### src/rtl/muldiv_pkg.sv
package muldiv_pkg;
    typedef enum logic {
        OP_MUL = 1'b0,
        OP_DIV = 1'b1
    } md_op_e;
endpackage

### src/rtl/md_mul_step.sv
// One MSB-first shift-and-add step: the product shifts left one place and
// the multiplicand is added when the multiplier's top bit is set.
module md_mul_step #(
    parameter int W = 16
) (
    input  logic [2*W-1:0] prod,
    input  logic [W-1:0]   mcand,
    input  logic [W-1:0]   mplier,
    output logic [2*W-1:0] prod_nx,
    output logic [W-1:0]   mplier_nx
);
    localparam int PW = 2 * W;

    always_comb begin
        prod_nx   = (prod << 1) + (mplier[W-1] ? {{(PW-W){1'b0}}, mcand} : '0);
        mplier_nx = mplier << 1;
    end
endmodule

### src/rtl/md_div_step.sv
// One restoring division step: the next dividend bit shifts into the
// partial remainder, and the divisor is subtracted if it fits.
module md_div_step #(
    parameter int W = 16
) (
    input  logic [W-1:0] rem,
    input  logic [W-1:0] quo,
    input  logic [W-1:0] dvsr,
    output logic [W-1:0] rem_nx,
    output logic [W-1:0] quo_nx
);
    logic [W:0] shifted;
    logic       fits;

    always_comb begin
        shifted = {rem, quo[W-1]};
        fits    = shifted >= {1'b0, dvsr};
        rem_nx  = fits ? (shifted[W-1:0] - dvsr) : shifted[W-1:0];
        quo_nx  = {quo[W-2:0], fits};
    end
endmodule

### src/rtl/muldiv_seq.sv
module muldiv_seq
    import muldiv_pkg::*;
#(
    parameter int W = 16
) (
    input  logic         clk,
    input  logic         rst_n,
    input  logic         start,
    input  logic         word_sel,
    input  logic         op_div,
    input  logic [W-1:0] operand,
    input  logic [W-1:0] acc_lo_in,
    input  logic [W-1:0] acc_hi_in,
    output logic         busy,
    output logic         done,
    output logic [W-1:0] acc_lo_out,
    output logic [W-1:0] acc_hi_out,
    output logic         flag_c,
    output logic         flag_o,
    output logic         div_err
);
    localparam int B  = W / 2;
    localparam int PW = 2 * W;
    localparam int CW = $clog2(W + 1);

    typedef struct packed {
        logic           busy;
        logic           done;
        logic           wide;
        md_op_e         op;
        logic [CW-1:0]  cnt;
        logic [PW-1:0]  prod;
        logic [W-1:0]   mcand;
        logic [W-1:0]   mplier;
        logic [W-1:0]   rem;
        logic [W-1:0]   quo;
        logic [W-1:0]   dvsr;
        logic           pre_err;
        logic [W-1:0]   lo_save;
        logic [W-1:0]   hi_save;
        logic [W-1:0]   lo;
        logic [W-1:0]   hi;
        logic           cf;
        logic           of;
        logic           derr;
    } md_state_t;

    md_state_t s_q, s_d;

    logic [PW-1:0] prod_nx;
    logic [W-1:0]  mplier_nx;
    logic [W-1:0]  rem_nx;
    logic [W-1:0]  quo_nx;

    md_mul_step #(.W(W)) u_mul (
        .prod      (s_q.prod),
        .mcand     (s_q.mcand),
        .mplier    (s_q.mplier),
        .prod_nx   (prod_nx),
        .mplier_nx (mplier_nx)
    );

    md_div_step #(.W(W)) u_div (
        .rem    (s_q.rem),
        .quo    (s_q.quo),
        .dvsr   (s_q.dvsr),
        .rem_nx (rem_nx),
        .quo_nx (quo_nx)
    );

    logic [W-1:0] ld_dvsr;
    logic [W-1:0] ld_rem;
    logic         hi_nz;

    always_comb begin
        s_d      = s_q;
        s_d.done = 1'b0;
        ld_dvsr  = word_sel ? operand : {{(W-B){1'b0}}, operand[B-1:0]};
        ld_rem   = word_sel ? acc_hi_in : {{(W-B){1'b0}}, acc_lo_in[W-1:B]};
        hi_nz    = 1'b0;

        if (!s_q.busy) begin
            if (start) begin
                s_d.busy    = 1'b1;
                s_d.wide    = word_sel;
                s_d.op      = op_div ? OP_DIV : OP_MUL;
                s_d.cnt     = word_sel ? CW'(W) : CW'(B);
                s_d.prod    = '0;
                s_d.mcand   = word_sel ? acc_lo_in : {{(W-B){1'b0}}, acc_lo_in[B-1:0]};
                s_d.mplier  = word_sel ? operand : {operand[B-1:0], {(W-B){1'b0}}};
                s_d.dvsr    = ld_dvsr;
                s_d.rem     = ld_rem;
                s_d.quo     = word_sel ? acc_lo_in : {acc_lo_in[B-1:0], {(W-B){1'b0}}};
                // quotient fits only when the upper dividend half is below the divisor
                s_d.pre_err = (ld_dvsr == '0) || (ld_rem >= ld_dvsr);
                s_d.lo_save = acc_lo_in;
                s_d.hi_save = acc_hi_in;
            end
        end else begin
            s_d.cnt = s_q.cnt - CW'(1);
            if (s_q.op == OP_DIV) begin
                s_d.rem = rem_nx;
                s_d.quo = quo_nx;
            end else begin
                s_d.prod   = prod_nx;
                s_d.mplier = mplier_nx;
            end

            if (s_q.cnt == CW'(1)) begin
                s_d.busy = 1'b0;
                s_d.done = 1'b1;
                if (s_q.op == OP_MUL) begin
                    s_d.derr = 1'b0;
                    if (s_q.wide) begin
                        s_d.hi = prod_nx[PW-1:W];
                        s_d.lo = prod_nx[W-1:0];
                        hi_nz  = |prod_nx[PW-1:W];
                    end else begin
                        s_d.hi = s_q.hi_save;
                        s_d.lo = prod_nx[W-1:0];
                        hi_nz  = |prod_nx[W-1:B];
                    end
                    s_d.cf = hi_nz;
                    s_d.of = hi_nz;
                end else if (s_q.pre_err) begin
                    s_d.derr = 1'b1;
                    s_d.lo   = s_q.lo_save;
                    s_d.hi   = s_q.hi_save;
                end else begin
                    s_d.derr = 1'b0;
                    if (s_q.wide) begin
                        s_d.lo = quo_nx;
                        s_d.hi = rem_nx;
                    end else begin
                        s_d.lo = {rem_nx[B-1:0], quo_nx[B-1:0]};
                        s_d.hi = s_q.hi_save;
                    end
                end
            end
        end
    end

    always_ff @(posedge clk or negedge rst_n) begin
        if (!rst_n) begin
            s_q <= '0;
        end else begin
            s_q <= s_d;
        end
    end

    assign busy       = s_q.busy;
    assign done       = s_q.done;
    assign acc_lo_out = s_q.lo;
    assign acc_hi_out = s_q.hi;
    assign flag_c     = s_q.cf;
    assign flag_o     = s_q.of;
    assign div_err    = s_q.derr;
endmodule

### config.mk
export PLATFORM = sky130hd
export DESIGN_NAME = muldiv_seq
export DESIGN_NICKNAME = d
export VERILOG_FILES = /design/src/rtl/muldiv_pkg.sv /design/src/rtl/md_mul_step.sv /design/src/rtl/md_div_step.sv /design/src/rtl/muldiv_seq.sv
export SDC_FILE = /design/constraint.sdc
export NUM_CORES = 1
export LEC_CHECK = 0
export BUFFER_PORTS_ARGS = -buffer_cell sky130_fd_sc_hd__buf_2
export CAP_MARGIN = 20
export CORE_UTILIZATION = 60
export DETAILED_ROUTE_END_ITERATION = 8
export GPL_TIMING_DRIVEN = 0
export HOLD_SLACK_MARGIN = 0.03
export PLACE_DENSITY = 0.87
export SYNTH_ARGS = -nofsm -noshare
export SYNTH_HDL_FRONTEND = slang
export SYNTH_SLANG_ARGS = --single-unit
### constraint.sdc
create_clock -name clk -period 6 [get_ports clk]
set_input_delay 0.9 -clock clk [delete_from_list [all_inputs] [get_ports clk]]
set_output_delay 0.9 -clock clk [all_outputs]
set_load 0.05 [all_outputs]
**Word level (Yosys, flattened, before mapping)**

Cells that the tools add are included.

- Output and inout bits: 37
- Bits in registers: 187
- Input bits: 53
- Logic and storage cells: 64

- Multiplexer cells: 26
- Bitwise operators: 2
- Eq/ne operators: 3
- Reduce and logical (&&, ||, !) cells: 10
- Order comparisons: 2
- Add/sub/neg operators: 3

Operators by type and width:

| cell | number |
|---|---|
| $mux W32 | 5 |
| $mux W150 | 1 |
| $mux W16 | 9 |
| $mux W48 | 1 |
| $mux W37 | 1 |
| $add A32 B16 Y32 | 1 |
| $ge A17 B16 Y1 | 1 |
| $ge A16 B16 Y1 | 1 |
| $logic_not A16 Y1 | 1 |
| $reduce_or A16 Y1 | 1 |
| $sub A16 B16 Y16 | 1 |
| $reduce_and A2 Y1 | 4 |
| $reduce_or A8 Y1 | 1 |
| $mux W1 | 7 |
| $eq A5 B1 Y1 const B | 1 |
| $mux W5 | 1 |
| $sub A5 B1 Y5 const B | 1 |
| $ne A2 B2 Y1 const B | 2 |
| $reduce_and A3 Y1 | 1 |
| $mux W2 | 1 |
| $not A1 Y1 | 2 |
| $reduce_bool A2 Y1 | 1 |
| $logic_or A1 B1 Y1 | 1 |

**Longest topological paths before layout**

- Word-level depth: 5
- Mapped depth: 13

**Modules after synthesis**

Synthesis repeated with hierarchy kept, for this count alone.

- Cell total of the unflattened synthesis: 1285
- Area total of the unflattened synthesis: 11347.1 µm²

By module, submodules not included:

| module | times used | cells an instance | area an instance (µm²) |
|---|---|---|---|
| muldiv_seq | 1 | 934 | 8758.4 |
| md_mul_step | 1 | 177 | 1310.0 |
| md_div_step | 1 | 174 | 1278.7 |

**Worst setup path before layout**

OpenSTA, ideal clock, no wires.

- Kind: register -> register
- Start: reg s_q[131] in the netlist's numbering
- End: reg s_q, in the netlist flag_o
- Data required time: 5872 ps
- Period minus slack after synthesis: 3195 ps
- Arrival: 3066 ps
- Stages on the path, launching flop included: 14
- Slack: 2805 ps
- Cell sequence: dfrtp_1 clkbuf_1 and2_1 ha_1 fa_1 a211oi_2 o21bai_1 a311oi_1 xnor2_1 nor4_1 nand3_1 or4_1 o22ai_1 a31oi_1

- Longest elaborated chain between the ends: 4
- Elaborated cells on any way between the ends: 5

Ends and longest elaborated chain:

| item | line | source |
|---|---|---|
| from (decl) | muldiv_seq.sv:48 | `md_state_t s_q, s_d;` |
| from (signal assigned) | muldiv_seq.sv:145 | `s_q <= '0;` |
| from (signal assigned) | muldiv_seq.sv:147 | `s_q <= s_d;` |
| $mux W16 * | md_mul_step.sv:15 | `prod_nx = (prod << 1) + (mplier[W-1] ? {{(PW-W){1'b0}}, mcand} : '0);` |
| $add A32 B16 Y32 * | md_mul_step.sv:15 |  |
| $reduce_or A16 Y1 / $reduce_or A8 Y1 (equally long branches) | muldiv_seq.sv:117, muldiv_seq.sv:121 |  |
| $mux W1 * | muldiv_seq.sv:114 | `if (s_q.wide) begin` |

Mark *: on every way between the ends. The rest lies on a longest branch, timed or not.
A chain may end at the register's enable or synchronous reset.

**Worst setup path in the final report**

Ends and elaborated chain as after synthesis.

==> results.toml <==
[timing]
hold_violations = 0
slew_violations = 0
relSlewSlack = 0.411
min_period_ns = 3.91
worst_pin_slew_ns = 0.884
fmax_mhz = 255
setup_tns_ns = 0
clock_skew_ns = 0.00746
rsz0062_at_grt = "false"
setup_viol = 0
period_share = 0.652

[worst_setup_path]
worst-path-stages = 13
slowest_delay_ns = 0.54
worstSetupStartpointType = "register"
r2r_slack_ns = 2.09
critPathKind = "reg2reg"
r2r-end = "flag_o"
cpLargestDelayFamily = "compound AO/OA/AOI/OAI gates"
worst_ep_arrival_time_ns = 4.24
path_cells = "clkbuf_1 -> and2_1 -> ha_1 -> fa_1 -> a211oi_2 -> o21bai_1 -> a311oi_1 -> xnor2_1 -> nor4_1 -> nand3_1 -> or4_1 -> o22ai_1 -> a31oi_1"
regToRegStartpoint = "s_q[131]"
crit_slowest_cell = "dfrtp_1"
path_buf_inv = 1
reg2reg_depth = 13
cp-end-kind = "register"
cp_max_fo = 10
cp.required_ns = 6.33

[logic_synthesis]
syn-num-nets = 1417
synth_edf_count = 0
ys_top_cells_by_count = "nand2_1, dfrtp_1, o21ai_0"
syn_area_um2 = 11000
synth_seq_cells = 179
synth_flop_cell = "dfrtp_1"
yosys.cell_count.top_type = "nand2_1"
yosysUniqueCellTypes = 72
synth_cells = 1313
synth_area_leaders = "dfrtp_1, nand2_1, ha_1, o21ai_0, a21oi_1"
syn_area_per_cell_um2 = 8.39
synth_top_area_cell = "dfrtp_1"
synth_warnings = 0
synth_top_area_frac = 0.407
ys_seq_area_frac = 0.407
async_reset_ff_frac = 1.00

[routing]
dr.pass1.iters = 9
ant_nets = 0
vias = 10800
drt_iter0_drc = 1400
viasPerCell = 6.49
route.detailed.drc = 0
avgRoutedWirePerCell_um = 21.8
drt-total-wl_um = 36300

[clocking]
cts_setup_buffers = 0
cts_max_level = 4
cts_sinks = 179
postCtsHoldBufs = 0
ctsRootBufferMaster = "clkbuf_16"
cts_tree = "done"
cts-resized-gates = 0
cts_buffer_depth = 2
numCtsBuffers = 17
clock_latency_ns = 0.44
clkSlewWorstSetupHoldPaths_ns = 0.07

[power_and_ir_drop]
ir_drop_v = 0.000377
clkPwrFrac = 0.148
p_int_mw = 4.04
power_frac_seq = 0.278
power.leakage_nw = 5.69
comb_power_share = 0.574
p_per_area_nw_per_um2 = 651
p_switching_mw = 4.04
p_sw_frac = 0.500

[placed_design]
hpwl_um = 27400
gp_congestion = 1.03
portBuffers = 89
dpl_cell_area_um2 = 11800

[outcome]
outcome = "finished clean"

[final_layout]
synthToLayoutAreaGrowth_pct = 12.5
n_antenna_cell = 0
multiInputGateArea_um2 = 5850
layout.nets = 1526
num-fill-cells = 1440
design_area_um2 = 12400
drive_above_1_share = 0.128
seqCellArea_um2 = 4480

[die]
die_y_um = 137
die_area_um2 = 18900
die_w_um = 137
io_pins = 90
initial_core_util = 0.613
coreArea_um2 = 18000
row_count = 49

[worst_hold_path]
holdCritPathClass = "in2async"

[global_routing]
grt_pass1_wl_um = 55400
grt_pass1_vias = 9972
grt.total_usage = 0.397
grt-ovfl-total = 0
antenna_found_initial = 0
grt_max_degree = 103

[run]
max_cap_violations = 0
==> sequential cells by signal (all words and copies together) (netlist names) <==
signal and flops:
flag_o 1, acc_lo_out 16, s_q 143, done 1, busy 1, acc_hi_out 16
div_err 1
==> worst max-delay path by stage <==
stage	startpoint	endpoint	slack, ns
4_1_cts	s_q[131]	flag_o	2.16
2_1_floorplan	s_q[131]	flag_o	2.81
3_3_place_gp	rst_n	s_q[73]	1.15
6_report	s_q[131]	flag_o	2.09
5_1_grt	s_q[131]	flag_o	1.86
3_5_place_dp	s_q[131]	flag_o	2.23
==> cells in the final DEF, fill, tap and decap left out, types with 10 or more instances in the layout <==
master and instances:
a31oi_1 24, clkbuf_16 17, nand4_1 10, mux2_2 11, ha_1 49, xnor2_1 19
mux2i_1 12, a21oi_1 90, nor2_1 76, and2_1 30, buf_4 33, inv_1 42
a22o_1 10, a211oi_1 25, a221oi_1 11, xor2_1 22, nor3_1 12, buf_2 94
nand2b_1 16, o21ai_0 112, nand2_1 272, nand3_1 28, and3_1 16, a21o_1 13
a22oi_1 10, dfrtp_1 179, clkbuf_1 55, o211ai_1 29
==> area by class of cell <==
class / count / area share
sequential: 179 / 0.361
buffer: 103 / 0.0419
clock inverter: 12 / 0.0146
tap: 229 / 0.0231
inverter: 44 / 0.0133
clock buffer: 18 / 0.0346
multi-input combinational: 987 / 0.472
timing repair buffer: 90 / 0.0390
==> per-stage QoR <==
step                total power, mW  instances  utilization  hold WS [ns]  worst slack [ns]
finish                         8.07       1662        0.690         0.424              2.09
global placement               6.58       1631        0.654         0.457              1.15
detailed placement             6.70       1632        0.656         0.469              2.23
global route                   8.54       1662        0.690         0.484              1.86
CTS                            7.91       1662        0.690         0.462              2.16
floorplan                      5.36       1313            -         0.442              2.81
==> kinds of logic (layout without fill, tap and decap cells) <==
kind of cell | count (synthesis) | after routing | share of synthesized area
AND/OR/NAND/NOR | 488 | 488 | 0.195
multiplexers | 23 | 23 | 0.0221
buffers and inverters | 147 | 267 | 0.0621
flip-flops | 179 | 179 | 0.407
XOR/XNOR | 41 | 41 | 0.0326
AO/OA/AOI/OAI | 384 | 384 | 0.222
adder cells (fa/ha/maj) | 51 | 51 | 0.0593
==> power by group through the flow <==
stage	clock network, mW	registers [mW]	logic (mW)
after global routing	1.23	2.28	5.03
after detailed placement	0	2.23	4.48
after global placement	0	2.20	4.38
final	1.20	2.24	4.64
after CTS	1.19	2.21	4.51
after floorplan	0	2.07	3.29
==> worst reg2reg max path: stages (launching register included) <==
cell	delay, ns
dfrtp_1	0.54
clkbuf_1	0.25
and2_1	0.18
ha_1	0.21
fa_1	0.46
a211oi_2	0.32
o21bai_1	0.16
a311oi_1	0.40
xnor2_1	0.21
nor4_1	0.30
nand3_1	0.10
or4_1	0.43
o22ai_1	0.18
a31oi_1	0.06
==> metal layers <==
layer,GRT usage,vias to the layer above,share of wire,wire length (µm)
met5,0,-,0,0
met2,0.602,743,0.44,16100
li1,-,4825,-,-
met3,0.104,136,0.12,4260
met4,0.184,0,0.044,1610
met1,0.530,5079,0.39,14300
Power figures use the tool's default switching activity.
